[src/rtl/hs_link_pkg.sv]
package hs_link_pkg;
  localparam int TREQ_BIT = 3;
  localparam int TACK_BIT = 4;
  localparam int TIP_BIT  = 5;
  localparam logic [7:0] DIR_ALL_OUT = 8'hFF;
  typedef logic [7:0] byte_t;
endpackage

[src/rtl/hs_byte_ram.sv]
module hs_byte_ram #(
  parameter int DEPTH = 16,
  parameter int AW    = $clog2(DEPTH)
) (
  input  logic          clk_i,
  input  logic          we_i,
  input  logic [AW-1:0] waddr_i,
  input  logic [7:0]    wdata_i,
  input  logic [AW-1:0] raddr_i,
  output logic [7:0]    rdata_o
);
  logic [7:0] mem_q [DEPTH];

  for (genvar g = 0; g < DEPTH; g++) begin : g_slot
    always_ff @(posedge clk_i) begin
      if (we_i && (waddr_i == AW'(g))) mem_q[g] <= wdata_i;
    end
  end

  assign rdata_o = mem_q[raddr_i];
endmodule

[src/rtl/hs_irq_delay.sv]
module hs_irq_delay
  import hs_link_pkg::*;
#(
  parameter int DELAY_CYC = 60000,
  parameter int CNTW      = $clog2(DELAY_CYC + 1)
) (
  input  logic       clk_i,
  input  logic       rst_ni,
  input  logic       sched_i,
  input  logic       dir_wr_i,
  input  logic [7:0] dir_wdata_i,
  output logic       irq_o
);
  logic [7:0]      dir_q;
  logic [CNTW-1:0] cnt_q;
  logic            dir_ff;

  assign dir_ff = (dir_q == DIR_ALL_OUT);

  always_ff @(posedge clk_i or negedge rst_ni) begin
    if (!rst_ni) begin
      dir_q <= DIR_ALL_OUT;
      cnt_q <= '0;
      irq_o <= 1'b0;
    end else begin
      if (dir_wr_i) dir_q <= dir_wdata_i;
      irq_o <= (sched_i && dir_ff) || (cnt_q == CNTW'(1));
      if (sched_i && !dir_ff)   cnt_q <= CNTW'(DELAY_CYC);  // restart on new request
      else if (cnt_q != '0)     cnt_q <= cnt_q - CNTW'(1);
    end
  end

  AST_IRQ_IMMEDIATE: assert property (@(posedge clk_i) disable iff (!rst_ni)
    (sched_i && dir_ff) |=> irq_o);
  AST_CNT_BOUND: assert property (@(posedge clk_i) disable iff (!rst_ni)
    cnt_q <= CNTW'(DELAY_CYC));
  AST_DELAY_QUIET: assert property (@(posedge clk_i) disable iff (!rst_ni)
    ((cnt_q > CNTW'(1)) && !(sched_i && dir_ff)) |=> !irq_o);
endmodule

[src/rtl/hs_handshake_ctl.sv]
module hs_handshake_ctl
  import hs_link_pkg::*;
#(
  parameter int DEPTH = 16,
  parameter int AW    = $clog2(DEPTH),
  parameter int CW    = $clog2(DEPTH + 1)
) (
  input  logic          clk_i,
  input  logic          rst_ni,
  input  logic          pb_wr_i,
  input  logic [7:0]    pb_wdata_i,
  input  logic          shift_out_i,
  input  logic          sr_wr_i,
  input  logic [7:0]    sr_wdata_i,
  input  logic          dh_commit_i,
  input  logic [CW-1:0] dh_len_i,
  input  logic [7:0]    dh_byte_i,
  output logic [AW-1:0] dh_raddr_o,
  output logic          hd_we_o,
  output logic [AW-1:0] hd_waddr_o,
  output logic [7:0]    hd_wdata_o,
  output logic [7:0]    pb_o,
  output logic [7:0]    sr_o,
  output logic [CW-1:0] hd_len_o,
  output logic          done_o,
  output logic          sched_o
);
  byte_t         b_q, b_nx, sr_q, sr_nx;
  logic [CW-1:0] hd_idx_q, hd_idx_nx, dh_idx_q, dh_idx_nx;
  logic [CW-1:0] dh_len_q, dh_len_nx, hd_len_q, hd_len_nx;
  logic          done_q, done_nx, pair_chg, dh_left;

  assign pair_chg = pb_wdata_i[TIP_BIT:TACK_BIT] != b_q[TIP_BIT:TACK_BIT];
  assign dh_left  = dh_idx_q < dh_len_q;

  always_comb begin
    b_nx      = b_q;
    sr_nx     = sr_q;
    hd_idx_nx = hd_idx_q;
    dh_idx_nx = dh_idx_q;
    dh_len_nx = dh_len_q;
    hd_len_nx = hd_len_q;
    done_nx   = 1'b0;
    hd_we_o   = 1'b0;
    sched_o   = 1'b0;
    if (sr_wr_i) sr_nx = sr_wdata_i;
    if (pb_wr_i) begin
      b_nx = pb_wdata_i;
      if (!pb_wdata_i[TIP_BIT]) begin
        if (shift_out_i) begin
          if (pair_chg && (hd_idx_q < CW'(DEPTH))) begin
            hd_we_o   = 1'b1;
            hd_idx_nx = hd_idx_q + CW'(1);
            sched_o   = 1'b1;
          end
        end else if (pair_chg && dh_left) begin
          sr_nx     = dh_byte_i;
          dh_idx_nx = dh_idx_q + CW'(1);
          if ((dh_idx_q + CW'(1)) >= dh_len_q) b_nx[TREQ_BIT] = 1'b1;
          sched_o   = 1'b1;
        end
      end else if (b_q[TIP_BIT] && (pb_wdata_i[TACK_BIT] != b_q[TACK_BIT])) begin
        // idle sync: request line tracks acknowledge
        b_nx[TREQ_BIT] = pb_wdata_i[TACK_BIT];
        sched_o        = 1'b1;
      end else begin
        if (!b_q[TIP_BIT]) begin
          done_nx   = (hd_idx_q != '0);
          if (hd_idx_q != '0) hd_len_nx = hd_idx_q;
          hd_idx_nx = '0;
          sched_o   = 1'b1;
        end
        if (dh_left) b_nx[TREQ_BIT] = 1'b0;
      end
    end else if (dh_commit_i) begin
      dh_len_nx = dh_len_i;
      dh_idx_nx = '0;
      sched_o   = 1'b1;
      if (b_q[TIP_BIT] && (dh_len_i != '0)) b_nx[TREQ_BIT] = 1'b0;
    end
  end

  always_ff @(posedge clk_i or negedge rst_ni) begin
    if (!rst_ni) begin
      b_q      <= '0;
      sr_q     <= '0;
      hd_idx_q <= '0;
      dh_idx_q <= '0;
      dh_len_q <= '0;
      hd_len_q <= '0;
      done_q   <= 1'b0;
    end else begin
      b_q      <= b_nx;
      sr_q     <= sr_nx;
      hd_idx_q <= hd_idx_nx;
      dh_idx_q <= dh_idx_nx;
      dh_len_q <= dh_len_nx;
      hd_len_q <= hd_len_nx;
      done_q   <= done_nx;
    end
  end

  assign dh_raddr_o = dh_idx_q[AW-1:0];
  assign hd_waddr_o = hd_idx_q[AW-1:0];
  assign hd_wdata_o = sr_q;
  assign pb_o       = b_q;
  assign sr_o       = sr_q;
  assign hd_len_o   = hd_len_q;
  assign done_o     = done_q;

  AST_HD_NO_OVERFLOW: assert property (@(posedge clk_i) disable iff (!rst_ni)
    hd_idx_q <= CW'(DEPTH));
  AST_DH_IDX_BOUND: assert property (@(posedge clk_i) disable iff (!rst_ni)
    dh_idx_q <= dh_len_q);
  AST_LAST_BYTE_TREQ: assert property (@(posedge clk_i) disable iff (!rst_ni)
    (pb_wr_i && !pb_wdata_i[TIP_BIT] && !shift_out_i && pair_chg &&
     ((dh_idx_q + CW'(1)) == dh_len_q)) |=> pb_o[TREQ_BIT]);
  AST_DONE_HAS_BYTES: assert property (@(posedge clk_i) disable iff (!rst_ni)
    done_o |-> (hd_len_o != '0));
  AST_SYNC_TREQ: assert property (@(posedge clk_i) disable iff (!rst_ni)
    (pb_wr_i && pb_wdata_i[TIP_BIT] && b_q[TIP_BIT] &&
     (pb_wdata_i[TACK_BIT] != b_q[TACK_BIT]))
    |=> (pb_o[TREQ_BIT] == $past(pb_wdata_i[TACK_BIT])));
endmodule

[src/rtl/hs_link_engine.sv]
module hs_link_engine #(
  parameter int DEPTH    = 16,
  parameter int CLK_HZ   = 200_000_000,
  parameter int DELAY_US = 300,
  parameter int AW       = $clog2(DEPTH),
  parameter int CW       = $clog2(DEPTH + 1)
) (
  input  logic          clk_i,
  input  logic          rst_ni,
  input  logic          pb_wr_i,
  input  logic [7:0]    pb_wdata_i,
  output logic [7:0]    pb_o,
  input  logic          dirb_wr_i,
  input  logic [7:0]    dirb_wdata_i,
  input  logic          shift_out_i,
  input  logic          sr_wr_i,
  input  logic [7:0]    sr_wdata_i,
  output logic [7:0]    sr_o,
  input  logic          dh_wr_i,
  input  logic [AW-1:0] dh_waddr_i,
  input  logic [7:0]    dh_wdata_i,
  input  logic          dh_commit_i,
  input  logic [CW-1:0] dh_len_i,
  input  logic [AW-1:0] hd_raddr_i,
  output logic [7:0]    hd_rdata_o,
  output logic [CW-1:0] hd_len_o,
  output logic          pkt_done_o,
  output logic          sr_irq_o
);
  localparam int DELAY_CYC = (CLK_HZ / 1_000_000) * DELAY_US;

  logic [AW-1:0] dh_raddr, hd_waddr;
  logic [7:0]    dh_byte, hd_wdata;
  logic          hd_we, sched;

  hs_handshake_ctl #(.DEPTH(DEPTH), .AW(AW), .CW(CW)) u_ctl (
    .clk_i       (clk_i),
    .rst_ni      (rst_ni),
    .pb_wr_i     (pb_wr_i),
    .pb_wdata_i  (pb_wdata_i),
    .shift_out_i (shift_out_i),
    .sr_wr_i     (sr_wr_i),
    .sr_wdata_i  (sr_wdata_i),
    .dh_commit_i (dh_commit_i),
    .dh_len_i    (dh_len_i),
    .dh_byte_i   (dh_byte),
    .dh_raddr_o  (dh_raddr),
    .hd_we_o     (hd_we),
    .hd_waddr_o  (hd_waddr),
    .hd_wdata_o  (hd_wdata),
    .pb_o        (pb_o),
    .sr_o        (sr_o),
    .hd_len_o    (hd_len_o),
    .done_o      (pkt_done_o),
    .sched_o     (sched)
  );

  hs_byte_ram #(.DEPTH(DEPTH), .AW(AW)) u_hd_ram (
    .clk_i   (clk_i),
    .we_i    (hd_we),
    .waddr_i (hd_waddr),
    .wdata_i (hd_wdata),
    .raddr_i (hd_raddr_i),
    .rdata_o (hd_rdata_o)
  );

  hs_byte_ram #(.DEPTH(DEPTH), .AW(AW)) u_dh_ram (
    .clk_i   (clk_i),
    .we_i    (dh_wr_i),
    .waddr_i (dh_waddr_i),
    .wdata_i (dh_wdata_i),
    .raddr_i (dh_raddr),
    .rdata_o (dh_byte)
  );

  hs_irq_delay #(.DELAY_CYC(DELAY_CYC)) u_irq (
    .clk_i       (clk_i),
    .rst_ni      (rst_ni),
    .sched_i     (sched),
    .dir_wr_i    (dirb_wr_i),
    .dir_wdata_i (dirb_wdata_i),
    .irq_o       (sr_irq_o)
  );
endmodule

[config.mk]
export PLATFORM = sky130hd
export DESIGN_NAME = hs_link_engine
export DESIGN_NICKNAME = d
export VERILOG_FILES = /design/src/rtl/hs_link_pkg.sv /design/src/rtl/hs_byte_ram.sv /design/src/rtl/hs_irq_delay.sv /design/src/rtl/hs_handshake_ctl.sv /design/src/rtl/hs_link_engine.sv
export SDC_FILE = /design/constraint.sdc
export NUM_CORES = 1
export LEC_CHECK = 0
export BUFFER_PORTS_ARGS = -buffer_cell sky130_fd_sc_hd__buf_4
export CAP_MARGIN = 25
export CORE_MARGIN = 4
export CORE_UTILIZATION = 55
export CTS_BUF_LIST = sky130_fd_sc_hd__clkbuf_16
export CTS_CLUSTER_DIAMETER = 50
export DETAILED_ROUTE_END_ITERATION = 8
export GPL_ROUTABILITY_DRIVEN = 1
export PLACE_DENSITY = 0.83
export SLEW_MARGIN = 20
export SYNTH_ARGS = -nofsm -noshare
export SYNTH_HDL_FRONTEND = slang
export SYNTH_SLANG_ARGS = --single-unit
[constraint.sdc]
create_clock -name clk_i -period 5.2 [get_ports clk_i]
set_clock_uncertainty 0.1 [all_clocks]
set_input_delay 1.04 -clock clk_i [delete_from_list [all_inputs] [get_ports clk_i]]
set_output_delay 1.04 -clock clk_i [all_outputs]
set_load 0.02 [all_outputs]
==> impl_metrics.py <==
metrics = {
    "pwr": {
        "p_per_area_nw_per_um2": 397,
        "power.share.clock_pct": 40.3,
        "p_int_w": 0.00461,
        "p_switching_w": 0.00140,
        "ir_drop_mv": 0.311,
        "power_w": 0.00601,
        "p_leak_nw": 5.27,
        "sw_frac_of_total_pct": 23.4,
        "seq_power_share_pct": 49.8,
        "combPwrFrac_pct": 9.9,
    },
    "timing": {
        "setup_ws_ns": 1.25,
        "drv_slew": 0,
        "setup_violations": 0,
        "tns_ns": 0,
        "min_period_ns": 3.95,
        "rsz0062_at_grt": "false",
        "hold_violations": 0,
        "final.period_utilization_pct": 76.0,
        "maxSlewHeadroom_pct": 36.7,
        "tightest_slew_ns": 0.946,
        "max_freq_ghz": 0.253,
    },
    "clock_network": {
        "clk_latency_ns": 0.51,
        "cts_tree": "done",
        "cts_setup_buffers": 0,
        "root_buffer": "clkbuf_16",
        "holdBufCountCts": 0,
        "clkSlewWorstSetupHoldPaths_ns": 0.06,
        "cts_resized": 0,
        "cts-buffers-inserted": 35,
        "cts.htree.levels": 2,
        "clkSinkCount": 318,
        "clockBufferDepth": 3,
    },
    "drt": {
        "routed_wl_um": 26600,
        "firstDrtPassIters": 4,
        "dr.first_iter.drc_count": 706,
        "vias": 6969,
        "final_antenna_net_count": 0,
        "wl_per_cell_um": 22.8,
        "drc": 0,
        "viasPerCell": 5.95,
    },
    "global_routing": {
        "grt_max_degree": 63,
        "grt_pass1_wl_um": 41700,
        "use_met2_pct": 34.7,
        "grtUsageMet1_pct": 29.6,
        "grt_pass1_vias": 7118,
        "gr-total-overflow": 0,
        "grt_use_met3_pct": 3.17,
        "antenna_found_initial": 0,
        "grt-busiest-layer": "met2",
        "grt_usage_pct": 20.8,
    },
    "worst_setup_path": {
        "crit_arrival_ns": 2.81,
        "r2r_end": "u_hd_ram.mem_q[5][6]",
        "cp_max_fo": 32,
        "reg2reg_setup_slack_ns": 2.21,
        "crit_type": "in2out",
        "required_ns": 4.06,
        "regToRegStartpoint": "u_ctl.pb_o[5]",
        "reg2regPathDepth": 6,
        "cp-start-kind": "input pin",
        "cp-end-kind": "primary output",
    },
    "synthesis": {
        "syn_area_sq_um": 13000,
        "synth.distinct_cells": 55,
        "ys_warn_count": 0,
        "ys_async_sr_fraction_pct": 19.5,
        "synth_ff_type": "edfxtp_1",
        "synth_edf_count": 256,
        "syn-num-nets": 801,
        "ys_seq_elements": 318,
        "synth-seq-area-share_pct": 71.1,
        "syn_avg_cell_area_sq_um": 17.8,
        "netlist_instances": 730,
    },
    "floorplan": {
        "io_pins": 84,
        "coreArea_sq_um": 23400,
        "die_x_um": 162,
        "die_h_um": 162,
        "start_util_pct": 55.6,
        "num_rows": 56,
        "dieArea_sq_um": 26200,
    },
    "placed_design": {
        "pre_cts_slack_ns": 1.25,
        "dpl-instance-area_sq_um": 14000,
        "io_buffers": 83,
        "gp_congestion": 0.829,
        "hpwl_um": 17300,
    },
    "finish": {
        "drive_above_1_share_pct": 30.5,
        "layout_common_cells": "edfxtp_1 (256), buf_4 (92), mux4_2 (72), dfrtp_1 (53), nand2_1 (46)",
        "post-route-util_pct": 64.7,
        "fin_nets": 898,
        "diodes": 0,
        "final_cell_area_sq_um": 15100,
        "area_growth_pct": 16.3,
        "layout_commonest_cell": "edfxtp_1",
        "fill_cells": 1579,
    },
    "worst_hold_path": {
        "min_to": "u_ctl.hd_len_o[4]",
        "holdCritStartpoint": "u_ctl.hd_len_o[4]",
        "hold_class": "reg2reg",
        "hold_path_depth": 1,
    },
    "run_status": {
        "status": "complete, no violations",
    },
    "job": {
        "cap_viol_max_count": 0,
    },
}
==> per-stage QoR <==
| stage | hold WS, ns | cells |
|---|---|---|
| 5_1_grt | 0.425 | 1171 |
| 4_1_cts | 0.410 | 1171 |
| 3_5_place_dp | 0.397 | 1109 |
| 3_3_place_gp | 0.394 | 1109 |
| 6_report | 0.407 | 1171 |
| 2_1_floorplan | 0.375 | 730 |
==> Yosys cell counts, types with 2 or more instances <==
cell type | number | area share, %
a2111oi_0 | 2 | 0.13
a211oi_1 | 2 | 0.12
a21o_1 | 3 | 0.17
a21oi_1 | 9 | 0.35
a22oi_1 | 16 | 0.92
and3_1 | 2 | 0.096
buf_1 | 4 | 0.12
buf_2 | 7 | 0.27
clkbuf_1 | 21 | 0.61
dfrtp_1 | 54 | 10
dfstp_2 | 8 | 1.6
edfxtp_1 | 256 | 59
ha_1 | 18 | 1.7
inv_1 | 14 | 0.40
mux2_2 | 20 | 1.7
mux2i_1 | 10 | 0.77
mux4_2 | 72 | 12
nand2_1 | 46 | 1.3
nand2b_1 | 6 | 0.29
nand3_1 | 5 | 0.19
nand3b_1 | 4 | 0.23
nand4_1 | 4 | 0.19
nor2_1 | 44 | 1.3
nor2b_1 | 7 | 0.34
nor3_1 | 17 | 0.65
nor4_1 | 3 | 0.14
nor4_2 | 3 | 0.29
o211ai_1 | 4 | 0.23
o21ai_0 | 21 | 0.81
o31ai_1 | 5 | 0.29
or3_1 | 2 | 0.096
or4_1 | 3 | 0.17
xnor2_1 | 8 | 0.54
xor2_1 | 9 | 0.61
==> sequential cells by signal, indices dropped and copies added (netlist names), 8 cells and up <==
name	flops
u_dh_ram.mem_q	128
u_hd_ram.mem_q	128
u_irq.cnt_q	16
u_ctl.hd_wdata_o	8
u_ctl.pb_o	8
u_irq.dir_q	8
==> per-layer routing <==
metal	wire, um	vias up
met3	1590	38
met1	10900	3581
met5	0	-
met4	488	0
met2	13700	258
li1	-	3092
==> worst max path at each step <==
stage | start | to | slack (ns) | cells after the start
finish | hd_raddr_i[0] | hd_rdata_o[0] | 1.25 | 4
global route | hd_raddr_i[0] | hd_rdata_o[0] | 1.14 | 4
CTS | hd_raddr_i[0] | hd_rdata_o[0] | 1.21 | 4
detailed placement | hd_raddr_i[0] | hd_rdata_o[1] | 1.25 | 4
global placement | hd_raddr_i[0] | hd_rdata_o[0] | 1.30 | 4
floorplan | hd_raddr_i[0] | hd_rdata_o[0] | 1.44 | 4
==> cell families after synthesis <==
| group | after synthesis | synth area share [%] |
|---|---|---|
| compound gates | 73 | 3.79 |
| flops | 318 | 71.1 |
| xor+xnor | 17 | 1.14 |
| fa+ha+maj | 18 | 1.73 |
| simple gates | 155 | 5.89 |
| buf+inv | 47 | 1.42 |
| mux | 102 | 15.0 |
==> power by group through the flow <==
stage,sequential (W),clock (W),combinational (W)
after floorplan,0.00303,0,0.000372
after global placement,0.00304,0,0.000577
after detailed placement,0.00304,0,0.000595
after CTS,0.00299,0.00246,0.000602
after global routing,0.00301,0.00258,0.000651
final,0.00299,0.00242,0.000594
==> area by class of cell <==
type                       instances  area (sq um)  area share, %
multi-input combinational        365          3600           23.8
inverter                          15          56.3          0.372
clock buffer                      35           876           5.79
sequential                       318          9250           61.1
clock inverter                    27           263           1.74
timing repair buffer              92           691           4.56
tap                              319           399           2.64
==> worst max-delay path, cell delays in order <==
cell and delay [ns]:
buf_4 0.48, mux4_2 0.61, mux4_2 0.50, buf_4 0.18
(Power assumes the default switching activity.)
